--- config.mk ---
export PLATFORM = sky130hd
export DESIGN_NAME = canBitTiming
export DESIGN_NICKNAME = d
export VERILOG_FILES = /design/src/rtl/canBtPkg.sv /design/src/rtl/canBtData.sv /design/src/rtl/canBtCtrl.sv /design/src/rtl/canBitTiming.sv
export SDC_FILE = /design/constraint.sdc
export NUM_CORES = 1
export LEC_CHECK = 0
export ABC_CLOCK_PERIOD_IN_PS = 5200
export BUFFER_PORTS_ARGS = -buffer_cell sky130_fd_sc_hd__buf_2
export CAP_MARGIN = 20
export CORE_MARGIN = 4
export CORE_UTILIZATION = 40
export CTS_CLUSTER_DIAMETER = 80
export CTS_CLUSTER_SIZE = 30
export DETAILED_ROUTE_END_ITERATION = 7
export SLEW_MARGIN = 10
export SYNTH_ARGS = -nofsm -noshare
export SYNTH_HDL_FRONTEND = slang
export SYNTH_SLANG_ARGS = --single-unit
export TNS_END_PERCENT = 50
--- constraint.sdc ---
create_clock -name clk -period 5.2 [get_ports clk]
set_clock_uncertainty 0.15 [all_clocks]
set_input_delay 0.52 -clock clk [delete_from_list [all_inputs] [get_ports clk]]
set_output_delay 0.52 -clock clk [all_outputs]
set_load 0.05 [all_outputs]
--- src/rtl/canBtPkg.sv ---
package canBtPkg;
  localparam int TS1_W = 4;
  localparam int TS2_W = 3;
  localparam int SJW_W = 2;

  typedef enum logic [1:0] {PH_SYNC, PH_SEG1, PH_SEG2} phaseT;

  typedef struct packed {
    logic [TS1_W-1:0] ts1;
    logic [TS2_W-1:0] ts2;
    logic [SJW_W-1:0] sjw;
    logic             triple;
    logic             bothEdges;
    logic             invert;
  } cfgT;

  // control -> datapath strobes
  typedef struct packed {
    logic takeBit;
    logic bitStart;
  } ctrlStrobeT;

  // datapath -> control line information
  typedef struct packed {
    logic edgeFall;
    logic edgeSoft;
    logic sampleVal;
  } lineInfoT;
endpackage

--- src/rtl/canBtData.sv ---
module canBtData
  import canBtPkg::*;
(
  input  logic       clk,
  input  logic       rstN,
  input  logic       initMode,
  input  logic       cfgWe,
  input  logic       cfgSel,
  input  logic [7:0] cfgWdata,
  output logic [7:0] cfgRdata,
  input  logic       tqTick,
  input  logic       rxRaw,
  input  ctrlStrobeT ctl,
  output lineInfoT   line,
  output cfgT        cfg,
  output logic       rxBit
);
  logic [7:0] regTime;
  logic [7:0] regSync;
  logic [1:0] hist;      // hist[0] = line at previous tick, hist[1] = one before
  logic       rxPol;
  logic       riseNow;
  logic       fallNow;
  logic       majority;

  always_ff @(posedge clk) begin
    if (!rstN) begin
      regTime <= '0;
      regSync <= '0;
    end else if (cfgWe && initMode) begin
      if (cfgSel) regSync <= {4'b0000, cfgWdata[3:0]};
      else        regTime <= cfgWdata;
    end
  end

  assign cfgRdata = cfgSel ? regSync : regTime;

  assign cfg.ts1       = regTime[3:0];
  assign cfg.ts2       = regTime[6:4];
  assign cfg.triple    = regTime[7];
  assign cfg.sjw       = regSync[1:0];
  assign cfg.bothEdges = regSync[2];
  assign cfg.invert    = regSync[3];

  assign rxPol = rxRaw ^ cfg.invert;

  always_ff @(posedge clk) begin
    if (!rstN)       hist <= 2'b11;
    else if (tqTick) hist <= {hist[0], rxPol};
  end

  assign fallNow  = tqTick &  hist[0] & ~rxPol;
  assign riseNow  = tqTick & ~hist[0] &  rxPol;
  assign majority = (hist[1] & hist[0]) | (hist[1] & rxPol) | (hist[0] & rxPol);

  assign line.edgeFall  = fallNow;
  assign line.edgeSoft  = fallNow | (cfg.bothEdges & riseNow);
  assign line.sampleVal = cfg.triple ? majority : rxPol;

  always_ff @(posedge clk) begin
    if (!rstN)            rxBit <= 1'b1;
    else if (ctl.takeBit) rxBit <= line.sampleVal;
  end

  p_cfg_lock_r2: assert property (@(posedge clk) disable iff (!rstN)
    !initMode |=> ($stable(regTime) && $stable(regSync)));

  p_unused_zero_r3: assert property (@(posedge clk) disable iff (!rstN)
    regSync[7:4] == 4'b0000);

  p_bit_hold_r12: assert property (@(posedge clk) disable iff (!rstN)
    !ctl.takeBit |=> $stable(rxBit));

  p_majority_r11: assert property (@(posedge clk) disable iff (!rstN)
    (ctl.takeBit && cfg.triple && hist == 2'b00 && !rxPol) |=> !rxBit);
endmodule

--- src/rtl/canBtCtrl.sv ---
module canBtCtrl
  import canBtPkg::*;
#(
  parameter int IDLE_BITS = 11
) (
  input  logic       clk,
  input  logic       rstN,
  input  logic       tqTick,
  input  cfgT        cfg,
  input  lineInfoT   line,
  output ctrlStrobeT ctl
);
  localparam int CNT_W  = TS1_W + 1;
  localparam int JMP_W  = SJW_W + 1;
  localparam int IDLE_W = $clog2(IDLE_BITS + 1);

  phaseT             phase, phaseN;
  logic [CNT_W-1:0]  cnt, cntN;
  logic [JMP_W-1:0]  ext, extN, extEff;
  logic [JMP_W-1:0]  shrink, shrN, shrEff;
  logic              used, usedN;
  logic [IDLE_W-1:0] idleCnt, idleCntN;
  logic              idle;
  logic [JMP_W-1:0]  jump;
  logic [CNT_W-1:0]  cntInc, remain;
  logic              softOk, hardSync, strobeStart, strobeSample;

  assign idle     = (idleCnt == IDLE_W'(IDLE_BITS));
  assign jump     = {1'b0, cfg.sjw} + JMP_W'(1);
  assign cntInc   = cnt + CNT_W'(1);
  assign remain   = CNT_W'(cfg.ts2) + CNT_W'(1) - cnt;
  assign softOk   = line.edgeSoft && !used;
  assign hardSync = tqTick && line.edgeFall && idle;

  always_comb begin
    phaseN = phase;  cntN = cnt;  extN = ext;  shrN = shrink;
    usedN = used;    idleCntN = idleCnt;
    extEff = ext;    shrEff = shrink;
    strobeStart = 1'b0;  strobeSample = 1'b0;
    if (tqTick) begin
      if (hardSync) begin
        strobeStart = 1'b1;
        phaseN = PH_SEG1; cntN = '0; extN = '0; shrN = '0; usedN = 1'b1;
        idleCntN = '0;
      end else begin
        unique case (phase)
          PH_SYNC: begin
            strobeStart = 1'b1;
            phaseN = PH_SEG1; cntN = '0; extN = '0; shrN = '0;
            usedN = line.edgeSoft;
          end
          PH_SEG1: begin
            if (softOk) begin
              usedN  = 1'b1;
              extEff = (cntInc > CNT_W'(jump)) ? jump : cntInc[JMP_W-1:0];
            end
            extN = extEff;
            if (cnt == CNT_W'(cfg.ts1) + CNT_W'(extEff)) begin
              strobeSample = 1'b1;
              phaseN = PH_SEG2; cntN = '0;
            end else begin
              cntN = cntInc;
            end
          end
          PH_SEG2: begin
            if (softOk && remain <= CNT_W'(jump)) begin
              strobeStart = 1'b1;
              phaseN = PH_SEG1; cntN = '0; extN = '0; shrN = '0; usedN = 1'b1;
            end else begin
              if (softOk) begin
                usedN  = 1'b1;
                shrEff = jump;
              end
              shrN = shrEff;
              if (cnt == CNT_W'(cfg.ts2) - CNT_W'(shrEff)) begin
                phaseN = PH_SYNC; cntN = '0;
              end else begin
                cntN = cntInc;
              end
            end
          end
          default: phaseN = PH_SYNC;
        endcase
        if (strobeSample) begin
          if (!line.sampleVal)  idleCntN = '0;
          else if (!idle)       idleCntN = idleCnt + IDLE_W'(1);
        end
      end
    end
  end

  always_ff @(posedge clk) begin
    if (!rstN) begin
      phase <= PH_SYNC; cnt <= '0; ext <= '0; shrink <= '0;
      used <= 1'b0; idleCnt <= IDLE_W'(IDLE_BITS);
    end else begin
      phase <= phaseN; cnt <= cntN; ext <= extN; shrink <= shrN;
      used <= usedN; idleCnt <= idleCntN;
    end
  end

  assign ctl.takeBit  = strobeSample;
  assign ctl.bitStart = strobeStart;

  p_strobe_excl_r4: assert property (@(posedge clk) disable iff (!rstN)
    !(ctl.bitStart && ctl.takeBit));

  p_start_to_seg1_r5: assert property (@(posedge clk) disable iff (!rstN)
    ctl.bitStart |=> (phase == PH_SEG1 && cnt == '0));

  p_sample_to_seg2_r4: assert property (@(posedge clk) disable iff (!rstN)
    ctl.takeBit |=> (phase == PH_SEG2 && cnt == '0));

  p_one_resync_r8: assert property (@(posedge clk) disable iff (!rstN)
    (used && phase != PH_SYNC && !hardSync) |=> used);
endmodule

--- src/rtl/canBitTiming.sv ---
module canBitTiming
  import canBtPkg::*;
#(
  parameter int IDLE_BITS = 11
) (
  input  logic       clk,
  input  logic       rstN,
  input  logic       initMode,
  input  logic       cfgWe,
  input  logic       cfgSel,
  input  logic [7:0] cfgWdata,
  output logic [7:0] cfgRdata,
  input  logic       tqTick,
  input  logic       rxRaw,
  output logic       rxBit,
  output logic       samplePoint,
  output logic       bitStart
);
  ctrlStrobeT ctl;
  lineInfoT   line;
  cfgT        cfg;

  canBtData u_data (
    .clk(clk), .rstN(rstN), .initMode(initMode), .cfgWe(cfgWe),
    .cfgSel(cfgSel), .cfgWdata(cfgWdata), .cfgRdata(cfgRdata),
    .tqTick(tqTick), .rxRaw(rxRaw), .ctl(ctl), .line(line),
    .cfg(cfg), .rxBit(rxBit)
  );

  canBtCtrl #(.IDLE_BITS(IDLE_BITS)) u_ctrl (
    .clk(clk), .rstN(rstN), .tqTick(tqTick), .cfg(cfg),
    .line(line), .ctl(ctl)
  );

  assign samplePoint = ctl.takeBit;
  assign bitStart    = ctl.bitStart;
endmodule

Word-level counts from Yosys, hierarchy flattened. Index checks and enable logic that the tools add are counted.

Bits in registers: 33. Bits of input ports: 15. Word-level logic and storage cells: 106.

Add/sub/neg operators: 7. $lt $le $gt $ge: 2. Equal/unequal tests: 9. Mux-type cells: 46. Bitwise operators: 15. Reduce and logical (&&, ||, !) cells: 17.

Operators by type and width (count): $mux W3 (14); $mux W5 (4); $mux W4 (4); $pmux W5 S3 (1); $mux W1 (13); $eq A5 B5 Y1 (2); $pmux W3 S3 (1); $reduce_and A3 Y1 (3); $and A1 B1 Y1 (8); $mux W2 (4); $mux W8 (1); $reduce_and A2 Y1 (4); $ne A3 B1 Y1 const B (2); $pmux W2 S3 (1); $pmux W3 S2 (1); $add A4 B3 Y5 (1); $add A5 B1 Y5 const B (1); $gt A5 B3 Y1 (1); $le A5 B3 Y1 (1); $logic_and A1 B1 Y1 (5); $sub A5 B5 Y5 (1); $add A3 B1 Y4 const B (1); $add A4 B1 Y4 const B (1); $eq A4 B4 Y1 const B (1); 16 further kinds (20).

Logic depth before layout (Yosys ltp). Gate-level depths: netlist of the first run.

Depth in word-level cells: 18. Mapped depth: 18. Mapped depth without buffers: 18.

Hierarchy. A second synthesis of the first run with hierarchy kept.

Cell total of the unflattened synthesis: 290. Area, all modules: 2506.2 sq um.

Modules (own cells, without submodules): canBtCtrl (times used 1, cells each 220, area an instance 1786.7 sq um, sequential area each 360.3 sq um); canBtData (times used 1, cells each 70, area an instance 719.4 sq um, sequential area each 300.3 sq um).

Worst setup path before layout of the first run. No wires, ideal clock.

Kind: register to output. From: reg u_ctrl.cnt[1]. To: out samplePoint. Arrival: 4.743 ns. Data required time: 4.530 ns. Path slack: -0.213 ns. Stages on the path, launching flop included: 16. Path through: dfxtp_1 > ha_1 > ha_1 > nor2b_1 > o21ai_0 > a32oi_1 > nor3_1 > mux2i_1 > mux2_2 > ha_1 > fa_1 > a21o_1 > a21oi_1 > o2111ai_1 > or2_2 > nor3_1.

Word-level cells in the longest chain between the ends: 15.

RTL lines: start, declared (RTL line canBtCtrl.sv:18) `logic [CNT_W-1:0] cnt, cntN;`; start signal, assigned (RTL line canBtCtrl.sv:97) `phase <= phaseN; cnt <= cntN; ext <= extN; shrink <= shrN;`; $add A5 B1 Y5 (RTL line canBtCtrl.sv:30) `assign cntInc = cnt + CNT_W'(1);`; $gt A5 B3 Y1 (RTL line canBtCtrl.sv:55) `extEff = (cntInc > CNT_W'(jump)) ? jump : cntInc[JMP_W-1:0];`; $mux W3 (RTL line canBtCtrl.sv:55); $mux W3 (RTL line canBtCtrl.sv:53) `if (softOk) begin`; $mux W3 (RTL line canBtCtrl.sv:46) `unique case (phase)`; $mux W3 (RTL line canBtCtrl.sv:41) `if (hardSync) begin`; $mux W3 (RTL line canBtCtrl.sv:40) `if (tqTick) begin`; $add A4 B3 Y5 (RTL line canBtCtrl.sv:58) `if (cnt == CNT_W'(cfg.ts1) + CNT_W'(extEff)) begin`; $eq A5 B5 Y1 (*) (RTL line canBtCtrl.sv:58); $mux W1 (*) (RTL line canBtCtrl.sv:58); $mux W1 (*) (RTL line canBtCtrl.sv:46); $mux W1 (*) (RTL line canBtCtrl.sv:41); $mux W1 (*) (RTL line canBtCtrl.sv:40); $mux W1 (*) (RTL line canBtCtrl.sv:41); $mux W1 (*) (RTL line canBtCtrl.sv:40); end, declared (RTL line canBitTiming.sv:16) `output logic samplePoint,`.

Every way passes the cells marked *; elsewhere a longest branch is shown, timed or not. The select of a mux whose other input is x is not followed.

Worst setup path after layout of the first run.
From: reg u_data.regSync[0]. To: out samplePoint.

Word-level cells in the longest chain between the ends: 15.

RTL lines: start, declared (RTL line canBtData.sv:19) `logic [7:0] regSync;`; start signal, assigned (RTL line canBtData.sv:31) `if (cfgSel) regSync <= {4'b0000, cfgWdata[3:0]};`; $add A2 B1 Y3 (*) (RTL line canBtCtrl.sv:29) `assign jump = {1'b0, cfg.sjw} + JMP_W'(1);`; $gt A5 B3 Y1 (RTL line canBtCtrl.sv:55); $mux W3 (*) (RTL line canBtCtrl.sv:55); $mux W3 (*) (RTL line canBtCtrl.sv:53); $mux W3 (*) (RTL line canBtCtrl.sv:46); $mux W3 (*) (RTL line canBtCtrl.sv:41); $mux W3 (*) (RTL line canBtCtrl.sv:40); $add A4 B3 Y5 (*) (RTL line canBtCtrl.sv:58); $eq A5 B5 Y1 (*) (RTL line canBtCtrl.sv:58); $mux W1 (*) (RTL line canBtCtrl.sv:58); $mux W1 (*) (RTL line canBtCtrl.sv:46); $mux W1 (*) (RTL line canBtCtrl.sv:41); $mux W1 (*) (RTL line canBtCtrl.sv:40); $mux W1 (*) (RTL line canBtCtrl.sv:41); $mux W1 (*) (RTL line canBtCtrl.sv:40).

Marks and branches as above.

==> out/results.ini, run 1 <==
[outcome]
status = completed

[clock_network]
htreeDepth = 2
cts_buffers = 5
clkSinkCount = 33
cts.clk_slew.worst_paths_ns = 0.07
clk-insertion-delay-late_ns = 0.29
cts_tree = built
clk_path_buf_depth = 2
cts_root_buffer = clkbuf_8
cts_hold_buf = 0

[worst_setup_path]
critPathLaunch = u_data.regSync[0]$_SDFFE_PN0P_
slowest_stage = fa_1
critPathMaxStageDelay_ns = 0.45
timing.rr.start = u_data.regSync[0]$_SDFFE_PN0P_
critical_path.max_fanout = 6
cp_data_arrival_time_ns = 4.22
cp-end-kind = primary output
required_ns = 4.53
crit_buf_inv = 2
path_delay_family = adder cells
path_cells = ha_1 -> inv_1 -> ha_1 -> nor2b_1 -> o21ai_0 -> a32oi_1 -> nor3_2 -> mux2i_1 -> mux2_2 -> ha_1 -> fa_1 -> a21o_1 -> a21oi_1 -> o2111ai_1 -> or2_2 -> nor3_4 -> buf_6
crit_path_frequent_cell = ha_1
critPathKind = register to primary output
cp-start-kind = register

[pwr]
max-vdd-ir-drop_uv = 131.4
power.leakage_nw = 1.279
power_density_nw_per_um2 = 250.7
total_power_mw = 0.7016

[floorplanning]
fp-row-count = 28
initial_core_util = 0.4132
die-area_um2 = 7472
fp.dieW_um = 86.44
boundaryPins = 26
fp.coreArea_um2 = 5956
die_height_um = 86.44

[grt]
busiest_layer = met2
grt_use_met3 = 0.02471
grt_max_degree = 19
met1_usage = 0.2125
gr-usage-met2 = 0.2768
grt_pass1_vias = 2043
track_usage = 0.1675
antenna_found_initial = 0
grt_pass1_wl_um = 9791
grt-ovfl-total = 0

[detailed_routing]
drcViolationCount = 0
ant_nets = 0
wl_per_cell_um = 14.55
drt_iter0_drc = 69
dr_total_vias = 2054
drt-pass1-iter-count = 4
wl_um = 5601
via_per_inst = 5.335

[layout]
fill_cells = 617
stdcell_count = 385
insertedDiodeCount = 0
multiInputGateArea_um2 = 1679
syn2layout_area_growth_pct = 13.73
fin_util = 0.4700
drive_gt1_frac = 0.1839
nets = 351
fin_area_um2 = 2799
regArea_um2 = 661.9

[hold_path]
min_path_type = register to register
hp-start = u_ctrl.shrink[2]$_SDFFE_PN0P_

[synthesis]
yosysWarningCount = 0
mappedNetlistArea_um2 = 2461
synth_nets = 324
synth_edf_count = 0
postSynthRegisterBits = 33
synth_area_per_cell_um2 = 8.727
ys.flop_type = dfxtp_1
netlist_instances = 282
async_flop_share = 0
ys_seq_area_frac = 0.2684
ys_types = 53

[placement]
placed_cell_area_um2 = 2656
dp.cells = 376
routabilityCongestion = 0.8789
dp_hpwl_um = 4230
io_buffers = 25
place_ws_ns = 0.3220

[sta]
period_share = 0.9411
hold_viol_final = 0
holdWs_ns = 0.3071
setup_ws_ns = 0.3065
fin_setup_tns_ns = 0
layout_min_cycle_time_ns = 4.893
slew_violations = 0
rsz0062_at_grt = false
fmax_mhz = 204.4
setup_viol = 0
tightestPinTransition_ns = 0.7122
maxSlewHeadroom = 0.5208

[job]
drv_cap = 0

-- cell families (layout without fill, tap and decap cells) --
logic type	count (synthesis)	in the layout	share of synthesized area
AO/OA/AOI/OAI	54	54	0.1556
buffers and inverters	30	58	0.05592
XOR/XNOR	18	18	0.06711
flip-flops	33	33	0.2684
adder cells (fa/ha/maj)	27	27	0.1464
AND/OR/NAND/NOR	97	97	0.2084
multiplexers	23	23	0.09811
-- registers in the layout (all words and copies together), names as in the netlist, 2 cells and up --
name and flops:
u_data.hist 2, u_ctrl.shrink 3, u_ctrl.cnt 5, u_ctrl.ext 3
u_data.regSync 4, u_ctrl.idleCnt 4, u_data.regTime 8, u_ctrl.phase 2
-- worst min-delay path, stage by stage (launching register included) --
cell and delay (ns):
dfxtp_1 0.33, nand2_1 0.04, o21ai_0 0.06
-- layout by cell type (no fill, tap or decap), types with 3 or more instances in the layout --
master and count:
a21boi_0 3, a21o_1 3, a21oi_1 14, a22o_1 3
a31oi_1 3, a32oi_1 3, buf_2 24, buf_4 6
clkbuf_8 6, dfxtp_1 32, fa_1 3, ha_1 24
inv_1 18, mux2_2 5, mux2i_1 17, nand2_1 18
nand2b_1 3, nand3_1 9, nand3b_1 3, nand4_1 3
nor2_1 25, nor2b_1 9, nor3_1 8, o21ai_0 12
xnor2_1 14, xor2_1 3
-- cell usage after synthesis, types with 2 or more instances --
cell,count,area share
or2_2,2,0.0051
a21o_1,3,0.0092
nor2_1,25,0.038
nor4b_1,2,0.0071
a21boi_0,3,0.0092
mux2_2,5,0.023
clkbuf_1,8,0.012
dfxtp_1,33,0.27
a31oi_1,3,0.0076
xnor2_1,14,0.050
mux2i_1,17,0.069
a22o_1,3,0.011
nand3_1,9,0.018
nor2b_1,9,0.023
a221o_1,2,0.0081
inv_1,18,0.027
buf_6,2,0.0092
nor3_1,10,0.020
and3_1,2,0.0051
nor4_1,2,0.0051
nand4_1,3,0.0076
and2b_2,2,0.0071
o21ai_0,12,0.024
nand2_1,18,0.027
a21oi_1,14,0.028
nand2b_1,3,0.0076
xor2_1,3,0.011
nand3b_1,3,0.0092
ha_1,24,0.12
a32oi_1,3,0.011
fa_1,3,0.024
-- path summary, 6_finish.rpt --
kind,endpoint,slack (ns),cells past startpoint
max reg2reg,u_ctrl.phase[0]$_SDFFE_PN0P_,0.62,18
max,samplePoint,0.31,17
min reg2reg,u_ctrl.shrink[2]$_SDFFE_PN0P_,0.31,2
min,u_ctrl.shrink[2]$_SDFFE_PN0P_,0.31,2
-- area by class of cell --
class,instances,area share
well taps,75,0.03353
clock buffers,7,0.03084
inverters,19,0.02548
clock inverters,1,0.01073
multi-input cells,219,0.5999
flip-flops and latches,33,0.2365
repair buffers,31,0.06303
-- timing repair --
action	CTS	global route
pin swaps	0	1
setup endpoints to repair	1	1
resized for setup	1	4
endpoints found under the hold margin	0	0
buffers inserted	0	1
-- layer usage --
metal	wire length [µm]	vias up
met1	2635	959
met4	99	0
met2	2668	30
met5	0	-
met3	198	9
li1	-	1056
-- report_power, final --
part	internal [mW]	total, mW	switching (mW)
Sequential	0.263	0.273	0.0101
Combinational	0.0710	0.176	0.105
Clock	0.156	0.252	0.0957
Note: power is estimated with default switching activity, not from simulation.
==> run 2, diff against run 1 <==
--- a/config.mk
+++ b/config.mk
@@ -16,5 +16,6 @@
 export SLEW_MARGIN = 10
 export SYNTH_ARGS = -nofsm -noshare
 export SYNTH_HDL_FRONTEND = slang
+export SYNTH_HIERARCHICAL = 1
 export SYNTH_SLANG_ARGS = --single-unit
 export TNS_END_PERCENT = 50
==> run 2 against run 1 <==
Against the previous run:
- cell count up 0.26%
- critical path depth unchanged
- sequential share of layout area up 0.27 points
- area after synthesis up 1.8%
- global-route usage down 0.98 points
- die area up 1.7%
- critical endpoint unchanged
==> out/results.ini, run 2 <==
[pwr]
p_int_mw = 0.4555
share_comb_of_total_power = 0.267
seqPwrFrac = 0.412
p_sw_mw = 0.2091
swShare = 0.3146
total_power_mw = 0.6645
power.leakage_nw = 1.256
power_density_nw_per_um2 = 240.5
max-vdd-ir-drop_uv = 154.0
clockPowerShare = 0.321

[layout]
insertedDiodeCount = 0
layout_commonest_cell = dfxtp_1
layout_common_cells = dfxtp_1, ha_1, buf_2, inv_1, nor2b_1
largest-register = u_data/regTime
nets = 353
drive_gt1_frac = 0.1576
fin_util = 0.4612
largestRegisters = u_data/regTime: 8 flops, u_ctrl/cnt: 5 flops
largest_reg_flops = 8
syn2layout_area_growth_pct = 10.23
stdcell_count = 386

[clock_network]
htreeDepth = 2
clkSinkCount = 33
cts_buffers = 5
cts.clk_slew.worst_paths_ns = 0.07
clk-insertion-delay-late_ns = 0.28
clk_path_buf_depth = 2
cts_tree = built
cts_root_buffer = clkbuf_8

[sta]
setup_viol = 0
tightestPinTransition_ns = 0.5629
slew_violations = 0
fmax_mhz = 205.9
setup_ws_ns = 0.3439
period_share = 0.9339
fin_setup_tns_ns = 0
layout_min_cycle_time_ns = 4.856
maxSlewHeadroom = 0.6236
hold_viol_final = 0
rsz0062_at_grt = false

[detailed_routing]
drt_iter0_drc = 98
wl_met3_um = 137
wl_um = 5529
drt-pass1-iter-count = 4
routed.top_layer = met4
m1WireLength_um = 2721
wl_per_cell_um = 14.32
drcViolationCount = 0
ant_nets = 0
wl_met2_um = 2627
dr_total_vias = 2041
via_per_inst = 5.288

[grt]
grt_max_degree = 22
antenna_found_initial = 0
grt-ovfl-total = 0
track_usage = 0.1577
grt_pass1_wl_um = 9528
grt_pass1_vias = 2068

[placement]
dp_hpwl_um = 4364
io_buffers = 25
routabilityCongestion = 0.8183
place_ws_ns = 0.5805
dp.cells = 377

[worst_setup_path]
crit_path_frequent_cell = ha_1
path_cells = ha_1 -> nand2b_1 -> nand2_1 -> ha_1 -> o21ai_0 -> a32oi_1 -> nor2_2 -> mux2i_1 -> o21ai_0 -> ha_1 -> fa_1 -> xnor2_1 -> xnor2_1 -> nor3_1 -> nand4b_1 -> nor2_1 -> clkbuf_4
cp-start-kind = register
slowest_stage = dfxtp_1
cp-end-kind = primary output
critPathKind = register to primary output
required_ns = 4.53
path_delay_family = adder cells
crit_buf_inv = 1
critical_path.max_fanout = 7
critPathMaxStageDelay_ns = 0.50
cp_data_arrival_time_ns = 4.19

[synthesis]
ys_types = 54
netlist_instances = 290
postSynthRegisterBits = 33
mappedNetlistArea_um2 = 2506
synth_area_per_cell_um2 = 8.642
yosysWarningCount = 6
synth_area_leader_cell = dfxtp_1
yosysMostFrequentCell = dfxtp_1
synth_top_area_frac = 0.2636
synth_nets = 333
ys.flop_type = dfxtp_1
async_flop_share = 0
ys_seq_area_frac = 0.2636
yosys-top-cells-area = dfxtp_1, ha_1, mux2i_1
ys_top_cells_by_count = dfxtp_1, ha_1, inv_1
synth_edf_count = 0

[floorplanning]
boundaryPins = 26
initial_core_util = 0.4183
fp-row-count = 28
die_height_um = 87.16
fp.dieW_um = 87.16
die-area_um2 = 7596
fp.coreArea_um2 = 5991

[job]
drv_cap = 0

[hold_path]
min_path_type = register to register

[outcome]
status = completed

==> run 2: final timing paths <==
path	startpoint	cells past startpoint	slack, ns	end
worst max-delay path	u_ctrl/cnt[0]$_SDFFE_PN0P_	17	0.34	samplePoint
worst min-delay path	u_ctrl/shrink[2]$_SDFFE_PN0P_	2	0.31	u_ctrl/shrink[2]$_SDFFE_PN0P_
worst max register to register	u_ctrl/cnt[0]$_SDFFE_PN0P_	19	0.62	u_ctrl/idleCnt[1]$_SDFFE_PN1P_
worst min register to register	u_ctrl/shrink[2]$_SDFFE_PN0P_	2	0.31	u_ctrl/shrink[2]$_SDFFE_PN0P_
==> run 2: what timing repair did <==
| item | in CTS | in global routing |
|---|---|---|
| endpoints found under the setup margin | 0 | 1 |
| hold buffers | 0 | 0 |
| buffers inserted | 0 | 1 |
| gates resized for setup | 0 | 2 |
==> run 2: cell type report <==
cell class              count  area, µm²
well taps                  75      93.84
repair buffers             26      135.1
flip-flops and latches     33      660.6
clock buffers               7      96.34
multi-input cells         221       1685
fillers                   610       3228
clock inverters             1      5.005
inverters                  23      86.33
==> run 2: logic make-up after synthesis <==
kind of cell,share of synthesized area
XOR/XNOR,0.05192
multiplexers,0.09036
AO/OA/AOI/OAI,0.1628
AND/OR/NAND/NOR,0.2177
adder cells (fa/ha/maj),0.1488
flip-flops,0.2636
buffers and inverters,0.06490
==> run 2: metal layers <==
layer	vias to the layer above	GRT usage
li1	1050	-
met1	965	0.2052
met2	22	0.2685
met3	4	0.03027
met4	0	0.03766
met5	-	0
==> run 2: power by group through the flow <==
| stage | logic [mW] | clock network (mW) | registers (mW) |
|---|---|---|---|
| after global placement | 0.174 | 0 | 0.280 |
| after CTS | 0.177 | 0.221 | 0.274 |
| final | 0.177 | 0.213 | 0.274 |
| after global routing | 0.198 | 0.230 | 0.276 |
| after floorplan | 0.141 | 0 | 0.279 |
| after detailed placement | 0.176 | 0 | 0.280 |
==> run 2: worst min-delay path, stage by stage (launching register included) <==
cell     delay [ns]
dfxtp_1        0.31
nand2_1        0.05
a21oi_1        0.05
==> run 2: per-stage QoR <==
stage / hold slack [ns] / instance area (µm²)
finish: 0.3096 / 2763
global route: 0.3406 / 2763
CTS: 0.3111 / 2750
detailed placement: 0.3022 / 2649
global placement: 0.3020 / 2649
floorplan: 0.2867 / 2506
